## config.mk

```make
export PLATFORM = sky130hd
export DESIGN_NAME = serial_prom_emul
export DESIGN_NICKNAME = d
export VERILOG_FILES = /design/src/rtl/serial_prom_pkg.sv /design/src/rtl/serial_prom_store.sv /design/src/rtl/serial_prom_ctrl.sv /design/src/rtl/serial_prom_seq.sv /design/src/rtl/serial_prom_emul.sv
export SDC_FILE = /design/constraint.sdc
export NUM_CORES = 1
export LEC_CHECK = 0
export ABC_AREA = 1
export BUFFER_PORTS_ARGS = -buffer_cell sky130_fd_sc_hd__buf_2
export CORE_MARGIN = 2
export CORE_UTILIZATION = 55
export CTS_CLUSTER_DIAMETER = 200
export DETAILED_ROUTE_END_ITERATION = 6
export PLACE_DENSITY_LB_ADDON = 0.25
export SYNTH_ARGS = -nofsm -noshare
export SYNTH_HDL_FRONTEND = slang
export SYNTH_SLANG_ARGS = --single-unit
```

## constraint.sdc

```tcl
create_clock -name clk -period 3.3 [get_ports clk]
set_clock_uncertainty 0.2 [all_clocks]
set_input_delay 0.66 -clock clk [delete_from_list [all_inputs] [get_ports clk]]
set_output_delay 0.66 -clock clk [all_outputs]
set_load 0.02 [all_outputs]
```

## src/rtl/serial_prom_pkg.sv

```systemverilog
`timescale 1ns/1ps
package serial_prom_pkg;
  localparam int CTRL_W   = 32;
  localparam int SK_POS   = 0;
  localparam int DIN_POS  = 1;
  localparam int DOUT_POS = 3;
  localparam int REQ_POS  = 6;
  localparam int GNT_POS  = 7;
  localparam int CMD_W    = 8;
  localparam int ADR_W    = 8;
  localparam int STAT_W   = 8;
  localparam logic [CTRL_W-1:0] CTRL_RESET = 32'h0000_2010;
  localparam logic [CTRL_W-1:0] OWNED_MASK = (32'h1 << DOUT_POS) | (32'h1 << GNT_POS);
  localparam logic [CMD_W-1:0]  CMD_READ   = 8'h03;
  localparam logic [CMD_W-1:0]  CMD_STATUS = 8'h05;

  typedef enum logic [1:0] {PH_CMD, PH_ADR, PH_DATA, PH_STAT} phase_e;
endpackage

```

## src/rtl/serial_prom_store.sv

```systemverilog
`timescale 1ns/1ps
module serial_prom_store #(
  parameter int DEPTH  = 64,
  parameter int WORD_W = 16,
  parameter logic [WORD_W-1:0] WORD0 = 16'hBABA,
  localparam int IDX_W = $clog2(DEPTH)
) (
  input  logic [IDX_W-1:0]  rd_idx,
  output logic [WORD_W-1:0] rd_word
);
  logic [WORD_W-1:0] cells [DEPTH];

  for (genvar i = 0; i < DEPTH; i++) begin : g_cell
    if (i == 0) begin : g_first
      assign cells[i] = WORD0;
    end else begin : g_rest
      assign cells[i] = '0;
    end
  end

  assign rd_word = cells[rd_idx];
endmodule

```

## src/rtl/serial_prom_ctrl.sv

```systemverilog
`timescale 1ns/1ps
module serial_prom_ctrl import serial_prom_pkg::*; (
  input  logic              clk,
  input  logic              rst_n,
  input  logic              wr_en,
  input  logic [3:0]        wr_strb,
  input  logic [CTRL_W-1:0] wr_data,
  output logic [CTRL_W-1:0] ctrl_q,
  output logic              step_en,
  output logic              din_bit
);
  logic              wr_ok;
  logic [CTRL_W-1:0] ctrl_d;

  assign wr_ok   = wr_en & (&wr_strb);
  assign step_en = wr_ok & ~ctrl_q[SK_POS] & wr_data[SK_POS];
  assign din_bit = wr_data[DIN_POS];

  always_comb begin
    ctrl_d = ctrl_q;
    if (wr_ok) ctrl_d = wr_data & ~OWNED_MASK;
  end

  always_ff @(posedge clk or negedge rst_n) begin
    if (!rst_n) ctrl_q <= CTRL_RESET;
    else        ctrl_q <= ctrl_d;
  end
endmodule

```

## src/rtl/serial_prom_seq.sv

```systemverilog
`timescale 1ns/1ps
module serial_prom_seq import serial_prom_pkg::*; #(
  parameter int DEPTH  = 64,
  parameter int WORD_W = 16,
  localparam int IDX_W = $clog2(DEPTH),
  localparam int CNT_W = $clog2(WORD_W)
) (
  input  logic              clk,
  input  logic              rst_n,
  input  logic              step_en,
  input  logic              din_bit,
  input  logic [WORD_W-1:0] rd_word,
  output logic [IDX_W-1:0]  rd_idx,
  output logic              dout,
  output logic              err_pulse
);
  phase_e             ph_q, ph_d;
  logic [CMD_W-1:0]   cmd_q, cmd_d;
  logic [ADR_W-1:0]   adr_q, adr_d;
  logic [CNT_W-1:0]   cnt_q, cnt_d;
  logic               dout_q, dout_d;
  logic               err_q, err_d;

  always_comb begin
    ph_d   = ph_q;
    cmd_d  = cmd_q;
    adr_d  = adr_q;
    cnt_d  = cnt_q;
    dout_d = dout_q;
    err_d  = 1'b0;
    if (step_en) begin
      cnt_d = cnt_q + 1'b1;
      unique case (ph_q)
        PH_CMD: begin
          cmd_d = CMD_W'({cmd_q, din_bit});
          if (cnt_q == CNT_W'(CMD_W - 1)) begin
            cnt_d = '0;
            if (cmd_d == CMD_READ)        ph_d = PH_ADR;
            else if (cmd_d == CMD_STATUS) ph_d = PH_STAT;
            else begin
              err_d = 1'b1;
              cmd_d = '0;
            end
          end
        end
        PH_ADR: begin
          adr_d = ADR_W'({adr_q, din_bit});
          if (cnt_q == CNT_W'(ADR_W - 1)) begin
            cnt_d = '0;
            if ({1'b0, adr_d} >= (ADR_W + 1)'(DEPTH)) begin
              err_d = 1'b1;
              ph_d  = PH_CMD;
              cmd_d = '0;
              adr_d = '0;
            end else begin
              ph_d = PH_DATA;
            end
          end
        end
        PH_DATA: begin
          dout_d = rd_word[cnt_q];
          if (cnt_q == CNT_W'(WORD_W - 1)) begin
            ph_d  = PH_CMD;
            cmd_d = '0;
            adr_d = '0;
            cnt_d = '0;
          end
        end
        PH_STAT: begin
          dout_d = 1'b0;
          if (cnt_q == CNT_W'(STAT_W - 1)) begin
            ph_d  = PH_CMD;
            cmd_d = '0;
            cnt_d = '0;
          end
        end
        default: ph_d = PH_CMD;
      endcase
    end
  end

  always_ff @(posedge clk or negedge rst_n) begin
    if (!rst_n) begin
      ph_q   <= PH_CMD;
      cmd_q  <= '0;
      adr_q  <= '0;
      cnt_q  <= '0;
      dout_q <= 1'b0;
      err_q  <= 1'b0;
    end else begin
      ph_q   <= ph_d;
      cmd_q  <= cmd_d;
      adr_q  <= adr_d;
      cnt_q  <= cnt_d;
      dout_q <= dout_d;
      err_q  <= err_d;
    end
  end

  assign rd_idx    = adr_q[IDX_W-1:0];
  assign dout      = dout_q;
  assign err_pulse = err_q;
endmodule

```

## src/rtl/serial_prom_emul.sv

```systemverilog
`timescale 1ns/1ps
module serial_prom_emul import serial_prom_pkg::*; #(
  parameter int DEPTH  = 64,
  parameter int WORD_W = 16,
  localparam int IDX_W = $clog2(DEPTH)
) (
  input  logic              clk,
  input  logic              rst_n,
  input  logic              wr_en,
  input  logic [3:0]        wr_strb,
  input  logic [CTRL_W-1:0] wr_data,
  output logic [CTRL_W-1:0] rd_data,
  output logic              err_flag
);
  logic [1:0]        rst_sync_q;
  logic              rst_int_n;
  logic [CTRL_W-1:0] ctrl_q;
  logic              step_en;
  logic              din_bit;
  logic [IDX_W-1:0]  rd_idx;
  logic [WORD_W-1:0] rd_word;
  logic              dout;

  always_ff @(posedge clk or negedge rst_n) begin
    if (!rst_n) rst_sync_q <= 2'b00;
    else        rst_sync_q <= {rst_sync_q[0], 1'b1};
  end
  assign rst_int_n = rst_sync_q[1];

  serial_prom_ctrl u_ctrl (
    .clk     (clk),
    .rst_n   (rst_int_n),
    .wr_en   (wr_en),
    .wr_strb (wr_strb),
    .wr_data (wr_data),
    .ctrl_q  (ctrl_q),
    .step_en (step_en),
    .din_bit (din_bit)
  );

  serial_prom_seq #(.DEPTH(DEPTH), .WORD_W(WORD_W)) u_seq (
    .clk       (clk),
    .rst_n     (rst_int_n),
    .step_en   (step_en),
    .din_bit   (din_bit),
    .rd_word   (rd_word),
    .rd_idx    (rd_idx),
    .dout      (dout),
    .err_pulse (err_flag)
  );

  serial_prom_store #(.DEPTH(DEPTH), .WORD_W(WORD_W)) u_store (
    .rd_idx  (rd_idx),
    .rd_word (rd_word)
  );

  assign rd_data = ctrl_q
                 | (CTRL_W'(dout) << DOUT_POS)
                 | (CTRL_W'(ctrl_q[REQ_POS]) << GNT_POS);
endmodule

```

Yosys cells after proc, flatten, opt, wreduce, memory -nomap -nowiden
Memory sizes are Yosys's and may differ from the RTL's.
Cells that the tools add are included.

word-level totals
  bits in registers = 54
  bits in latches = 0
  RAM bits = 0
  memory bits (read-only) = 1024
  word-level logic and storage cells = 76
  memories = 1

memory list
  name              words  width  read ports  clocked after memory_dff  wr ports  RTL line                 RTL
  (name not given)  64     16     1           0                         0         serial_prom_store.sv:21  assign rd_word = cells[rd_idx];

operators by class
  add/sub/neg operators = 1
  $mul = 0
  divide/modulo/power cells = 0
  order comparisons = 3
  eq/ne operators = 13
  shift operators = 0
  multiplexer cells = 34
  bitwise operators = 7
  reduce and logical (&&, ||, !) cells = 9

operator list
  operator               number
  $mux W7                9
  $mux W16               2
  $or A32 B4 Y32         1
  $or A32 B8 Y32         1
  $pmux W7 S4            1
  $mux W2                7
  $pmux W7 S2            1
  $ne A2 B1 Y1 const B   5
  $eq A8 B2 Y1 const B   1
  $eq A8 B3 Y1 const B   1
  $ge A8 B7 Y1 const B   1
  $mux W4                2
  $pmux W2 S4            1
  $pmux W4 S2            1
  $ge A7 B7 Y1 const B   1
  $mux W1                7
  $not A6 Y7             1
  $reduce_and A6 Y1      1
  $lt A4 B5 Y1 const B   1
  $reduce_and A5 Y1      1
  $add A4 B1 Y4 const B  1
  $bmux W1 S4            1
  $eq A2 B2 Y1 const B   2
  $eq A4 B3 Y1 const B   1
  12 further kinds       16

Depth between registers and ports, before layout
Gate-level depths: netlist of run 1.

  depth in word-level cells = 7
  mapped depth = 9
  gate-level depth less buffers = 9

Hierarchy
Synthesis of run 1 repeated with hierarchy kept, for this count alone.

second synthesis, totals
  cells, all modules = 388
  area total of the unflattened synthesis = 3109.2 um^2

by module, submodules not included
  module             instances  cells an instance  area each (um^2)
  serial_prom_ctrl   1          173                1492.7
  serial_prom_seq    1          185                1402.6
  serial_prom_store  1          21                 137.6
  serial_prom_emul   1          9                  76.3

Least setup slack after synthesis of run 1
OpenSTA, ideal clock, no wires.

  path kind = input-to-reg
  start = input wr_strb[0]
  end = register u_seq.adr_q[3]
  library setup time = 117 ps
  arrival = 1413 ps
  required time = 2983 ps
  slack = 1570 ps
  stages = 8
  cells stage by stage = nand2_1 > inv_1 > nand3_1 > nor2_4 > o21ai_2 > buf_6 > nand2_2 > o21ai_2

on the way
  longest elaborated chain between the ends = 5

ends and longest elaborated chain
  element                             RTL line                RTL
  from (decl)                         serial_prom_emul.sv:10  input logic [3:0] wr_strb,
  $reduce_and A4 Y1                   serial_prom_ctrl.sv:15  assign wr_ok = wr_en & (&wr_strb);
  $and A1 B1 Y1                       serial_prom_ctrl.sv:15
  $and A1 B1 Y1 (2 in a row)          serial_prom_ctrl.sv:16  assign step_en = wr_ok & ~ctrl_q[SK_POS] & wr_data[SK_POS];
  $reduce_and A3 Y1 (no source line)  -
  to (signal assigned)                serial_prom_seq.sv:93   adr_q <= adr_d;
  to (decl)                           serial_prom_seq.sv:19   logic [ADR_W-1:0] adr_q, adr_d;

Every way passes these cells.
A chain may end at the register's enable or synchronous reset.

Final worst setup path of run 1
  start = register u_seq.cnt_q[0]
  end = register u_seq.adr_q[0]

on the way
  longest elaborated chain between the ends = 3

ends and longest elaborated chain
  element                                                  RTL line                                      RTL
  from (decl)                                              serial_prom_seq.sv:20                         logic [CNT_W-1:0] cnt_q, cnt_d;
  from (signal assigned)                                   serial_prom_seq.sv:94                         cnt_q <= cnt_d;
  $eq A4 B3 Y1 / $eq A4 B4 Y1 (equally long branches)      serial_prom_seq.sv:48, serial_prom_seq.sv:62
  $mux W7 / $ne A2 B1 Y1 (equally long branches)           -
  $pmux W7 S2 / $reduce_and A3 Y1 (equally long branches)  -

Parallel ways exist; a longest one is shown, timed or not.

==> impl_metrics.toml, run 1 <==
[synthesis]
ys_types = 26
synth_top_area_frac = 0.535
yosysTopAreaCell = "dfrtp_1"
syn_area_per_cell_um2 = 8.54
netlist_instances = 285
synth_common_cells = "120 x nand2_1, 52 x dfrtp_1, 19 x inv_1, 18 x nand3_1, 14 x o21ai_0"
synth_area_leaders = "dfrtp_1 53%, nand2_1 19%, nand3_1 3.7%"
yosys_warnings = 0
synth_seq_area_share = 0.556
syn_area_mm2 = 0.00243
synth_edf_count = 0
synth-main-ff-cell = "dfrtp_1"
ys_ff_latch = 54
async_flop_share = 1.00
synth.most_common_cell = "nand2_1"
syn-num-nets = 325

[global_route]
grt_usage = 0.208
grtUsageMet3 = 0.0649
top_usage_layer = "met2"
antenna_found_initial = 0
grt_pass1_wl_um = 8240
met1_usage = 0.262
grt_max_degree = 53
grt_pass1_vias = 1936
grt_use_met2 = 0.345
gr-total-overflow = 0

[clocking]
cts_tree = "built"
htree_num_levels = 2
clk_pin_slew_ns = 0.09
clockBufferDepth = 2
cts_made_buffers = 5
cts.sinks = 54
insertion_delay_ns = 0.31
cts_root_buf = "clkbuf_8"

[critical_path]
arrival_ns = 1.92
cp_max_fo = 14
crit_path_end_kind = "register"
path_class = "reg2reg"
start_kind = "register"
required_ns = 3.34

[run]
maxCapViolations = 0

[cells_and_area]
post-route-util = 0.675
fin_area_mm2 = 0.00290
layout.cells.non_filler = 407
antennaDiodeCount = 0
layout-drive-gt1-share = 0.301
area_growth_pct = 19.2
nets = 394

[power_and_ir_drop]
power_density_mw_per_mm2 = 540
p_sw_frac = 0.326
ir_drop_v = 0.000377
pwr-share-comb = 0.232
cell_internal_pwr_mw = 1.06
p_switching_uw = 511
p_clk_frac = 0.241
power.leakage_nw = 1.57
pwr-share-seq = 0.527

[timing]
worstMarginPinSlew_ns = 1.09
fin_setup_tns_ns = 0
rsz0062_at_grt = "false"
hold_viol_final = 0
fin_crit_sh = 0.571
fmax_ghz = 0.531
slew_headroom = 0.271
slew_viol_final = 0
min_period_ns = 1.88
hold_ws_ns = 0.159
setup_viol_count_final = 0

[detailed_routing]
drtIter0Drc = 117
drc = 0
via_count = 1999
wl_per_cell_um = 11.6
dr.pass1.iters = 5
vias_per_cell = 4.91
drt.antenna.violating_nets = 0
finalWirelength_um = 4720

[floorplanning]
die_w_um = 70.5
die-area_mm2 = 0.00497
core_area_mm2 = 0.00429
fp-row-count = 24
die_y_um = 70.5
start_util = 0.567
io_pins = 72

[min_path]
min_path_type = "reg2reg"

[placed_design]
dp.cells = 398
dpl_cell_area_mm2 = 0.00280
io_buffers = 69
gp_congestion = 0.876
dp_hpwl_um = 3420

[status]
status = "finished clean"
## registers in the layout, summed over array words and instances (netlist names)
register         flops
rst_sync_q           2
u_seq.ph_q           2
u_ctrl.ctrl_q       30
u_seq.cnt_q          4
u_seq.cmd_q          7
u_seq.adr_q          7
u_seq.dout           1
u_seq.err_pulse      1
## path summary, 6_finish.rpt
kind / cells after the start / slack (ns) / from / end
setup / recovery: 6 / 1.42 / u_seq.cnt_q[0] / u_seq.adr_q[0]
hold / removal: 0 / 0.16 / rst_sync_q[0] / rst_sync_q[1]
setup reg to reg: 6 / 1.42 / u_seq.cnt_q[0] / u_seq.adr_q[0]
hold reg to reg: 0 / 0.16 / rst_sync_q[0] / rst_sync_q[1]
max in group asynchronous: 0 / 1.95 / rst_sync_q[1] / u_ctrl.ctrl_q[21]
min in group asynchronous: 0 / 0.28 / rst_sync_q[1] / u_seq.ph_q[0]
## metrics by stage
step	setup WS (ns)	power [mW]
final	1.42	1.57
after floorplan	1.49	1.07
after detailed placement	1.17	1.21
after global routing	1.26	1.66
after global placement	1.19	1.19
after CTS	1.41	1.59
## routing by layer
| layer | part of all wire | up-vias |
|---|---|---|
| met2 | 0.49 | 47 |
| met4 | 0.014 | 0 |
| met1 | 0.43 | 924 |
| li1 | - | 1021 |
| met5 | 0 | - |
| met3 | 0.057 | 7 |
## what timing repair did
item | 4_1_cts | 5_1_grt
hold buffers | 1 | 0
setup buffers | 0 | 0
endpoints found under the hold margin | 2 | 0
resized for setup | 0 | 0
## kinds of logic (layout without fill, tap and decap cells)
kind of cell / Yosys count / in the layout / share of synthesized area
AO/OA/AOI/OAI: 28 / 28 / 0.0699
buffers and inverters: 30 / 100 / 0.0545
other: 1 / 1 / 0.00154
XOR/XNOR: 1 / 1 / 0.00360
flip-flops: 54 / 54 / 0.556
adder cells (fa/ha/maj): 1 / 1 / 0.00514
AND/OR/NAND/NOR: 170 / 170 / 0.309
## power by group through the flow
stage / clock [mW] / combinational (mW) / sequential, mW
after global routing: 0.413 / 0.405 / 0.843
after global placement: 0 / 0.358 / 0.836
after CTS: 0.390 / 0.368 / 0.828
final: 0.377 / 0.363 / 0.826
after floorplan: 0 / 0.145 / 0.929
after detailed placement: 0 / 0.367 / 0.839
## layout make-up
| class | instances | area, um^2 |
|---|---|---|
| well taps | 52 | 65.1 |
| repair buffers | 71 | 363 |
| fillers | 360 | 1390 |
| clock inverters | 1 | 5.00 |
| flip-flops and latches | 54 | 1360 |
| multi-input cells | 201 | 947 |
| clock buffers | 7 | 86.3 |
| inverters | 21 | 78.8 |
## layout by cell type, fill, tap and decap left out, types with 3 or more instances in the layout
cell / count
a21oi_1: 4
buf_2: 69
clkbuf_8: 6
dfrtp_1: 51
inv_1: 19
nand2_1: 120
nand2_2: 6
nand3_1: 18
nor2_1: 12
nor2_2: 3
nor2_4: 5
o21ai_0: 14
o21ai_2: 8
## worst max-delay path: stages (launching register included)
cell     delay [ns]
dfrtp_1        0.41
ha_1           0.25
nand3_1        0.11
nor2_2         0.05
o21ai_2        0.56
nand2_1        0.14
o21ai_2        0.08
Note: power is estimated with default switching activity, not from simulation.
==> run 2: changes to the inputs <==
--- a/config.mk
+++ b/config.mk
@@ -8,7 +8,7 @@
 export ABC_AREA = 1
 export BUFFER_PORTS_ARGS = -buffer_cell sky130_fd_sc_hd__buf_2
 export CORE_MARGIN = 2
-export CORE_UTILIZATION = 55
+export CORE_UTILIZATION = 51
 export CTS_CLUSTER_DIAMETER = 200
 export DETAILED_ROUTE_END_ITERATION = 6
 export PLACE_DENSITY_LB_ADDON = 0.25
==> constraint.sdc (replaced) <==
create_clock -name clk -period 2 [get_ports clk]
set_clock_uncertainty 0.2 [all_clocks]
set_input_delay 0.4 -clock clk [delete_from_list [all_inputs] [get_ports clk]]
set_output_delay 0.4 -clock clk [all_outputs]
set_load 0.02 [all_outputs]
==> impl_metrics.toml, run 2 (synthesized netlist as in run 1, its figures left out) <==
[detailed_routing]
wl_met1_um = 2220
dr.pass1.iters = 4
via_count = 1994
drtIter0Drc = 127
wl_met3_um = 237
finalWirelength_um = 4760
wl_per_cell_um = 11.6
highest_layer = "met4"
vias_per_cell = 4.85
drt.antenna.violating_nets = 0
dr_wl_met2_um = 2260
drc = 0

[timing]
setup_viol_count_final = 0
rsz0062_at_grt = "false"
slew_viol_final = 0
min_period_ns = 1.74
finalWorstSetupSlack_ns = 0.260
hold_viol_final = 0
fmax_ghz = 0.575
fin_setup_tns_ns = 0
fin_crit_sh = 0.870

[clocking]
htree_num_levels = 2
cts.sinks = 54
clockBufferDepth = 2
insertion_delay_ns = 0.30
postCtsSetupBuffers = 0
cts_root_buf = "clkbuf_8"
clk_pin_slew_ns = 0.09
cts_made_buffers = 5
cts_tree = "built"

[floorplanning]
die_w_um = 73.1
die-area_mm2 = 0.00534
core_area_mm2 = 0.00466
die_y_um = 73.1
fp-row-count = 25
start_util = 0.522
io_pins = 72

[critical_path]
cp_common_cell = "nor2_1"
crit_family = "simple AND/OR/NAND/NOR gates"
cp.buffers_inverters = 0
required_ns = 2.03
arrival_ns = 1.77
crit_path_top_delay_cell = "dfrtp_1"
rr_endpoint = "u_seq.adr_q[4]"
worstReg2RegStart = "u_seq.cnt_q[1]"
crit_path_end_kind = "register"
path_class = "reg2reg"
cp_max_fo = 9
rr_worst_depth = 6
crit_chain = "ha_1 -> nand3_2 -> nor2_1 -> nor2_1 -> nand2_1 -> o21ai_2"
cpPeakStageDelay_ns = 0.42
start_kind = "register"
r2r_slack_ns = 0.26

[power_and_ir_drop]
p_clk_frac = 0.237
pwr-share-seq = 0.519
power_density_mw_per_mm2 = 878
ir_drop_v = 0.000550
cell_internal_pwr_mw = 1.75
pwr-share-comb = 0.243
total_power_mw = 2.59
p_sw_frac = 0.326
power.leakage_nw = 1.59
p_switching_uw = 846

[global_route]
antenna_found_initial = 0
gr-total-overflow = 0
grt_usage = 0.185
grt_max_degree = 53
grt_pass1_wl_um = 7750
grt_pass1_vias = 1848

[placed_design]
dp_hpwl_um = 3540
dp.cells = 402
io_buffers = 69
gp_congestion = 0.831
pre_cts_slack_ns = 0.114

[min_path]
min_path_type = "reg2async"

[cells_and_area]
area_growth_pct = 21.4
regMostFlops = "u_ctrl.ctrl_q"
antennaDiodeCount = 0
layout-drive-gt1-share = 0.308
nets = 396
largest_register_ffs = 30
layout.cells.non_filler = 411
final_common_cell = "nand2_1"
fill_cells = 405
post-route-util = 0.634
final_cell_mix = "120 x nand2_1, 69 x buf_2, 51 x dfrtp_1"
reg_top3 = "u_ctrl.ctrl_q (30), u_seq.adr_q (7), u_seq.cmd_q (7)"

[run]
maxCapViolations = 0

[status]
status = "finished clean"
## run 2: final cells by class
type / count / area, um^2 / area share
clock buffer: 6 / 82.6 / 0.0280
clock inverter: 2 / 12.5 / 0.00424
inverter: 21 / 78.8 / 0.0267
multi-input combinational: 201 / 955 / 0.323
sequential: 54 / 1360 / 0.459
tap: 54 / 67.6 / 0.0229
timing repair buffer: 73 / 403 / 0.136
## run 2: power by group through the flow
stage | Combinational, mW | Sequential (mW) | Clock [mW]
after floorplan | 0.239 | 1.53 | 0
after global placement | 0.621 | 1.36 | 0
after detailed placement | 0.638 | 1.36 | 0
after CTS | 0.638 | 1.35 | 0.640
after global routing | 0.701 | 1.37 | 0.686
final | 0.631 | 1.35 | 0.615
## run 2: metrics by stage
| step | hold WS [ns] | area, um^2 |
|---|---|---|
| 6_report | 0.0489 | 2950 |
| 5_1_grt | 0.0783 | 2950 |
| 4_1_cts | 0.0708 | 2950 |
| 3_5_place_dp | -0.0113 | 2840 |
| 3_3_place_gp | -0.0132 | 2840 |
| 2_1_floorplan | -0.0956 | 2430 |
## run 2: worst max-delay path by stage
stage | cells after the start | end | startpoint | slack [ns]
after floorplan | 0 | u_ctrl.ctrl_q[0] | rst_sync_q[1] | 0.19
after global placement | 6 | u_seq.adr_q[6] | u_seq.cnt_q[1] | 0.15
after detailed placement | 6 | u_seq.adr_q[4] | u_seq.cnt_q[1] | 0.11
after CTS | 6 | u_seq.adr_q[4] | u_seq.cnt_q[1] | 0.09
after global routing | 6 | u_seq.adr_q[4] | u_seq.cnt_q[1] | 0.10
final | 6 | u_seq.adr_q[4] | u_seq.cnt_q[1] | 0.26
## run 2: layer usage
metal / global-route usage / up-vias
li1: - / 1024
met1: 0.242 / 915
met2: 0.295 / 51
met3: 0.0594 / 4
met4: 0.0535 / 0
met5: 0 / -
## run 2: repair_timing
| item | CTS | global route |
|---|---|---|
| gates resized for setup | 0 | 1 |
| endpoints found under the setup margin | 0 | 3 |
| hold buffers | 1 | 0 |
| endpoints found under the hold margin | 2 | 0 |
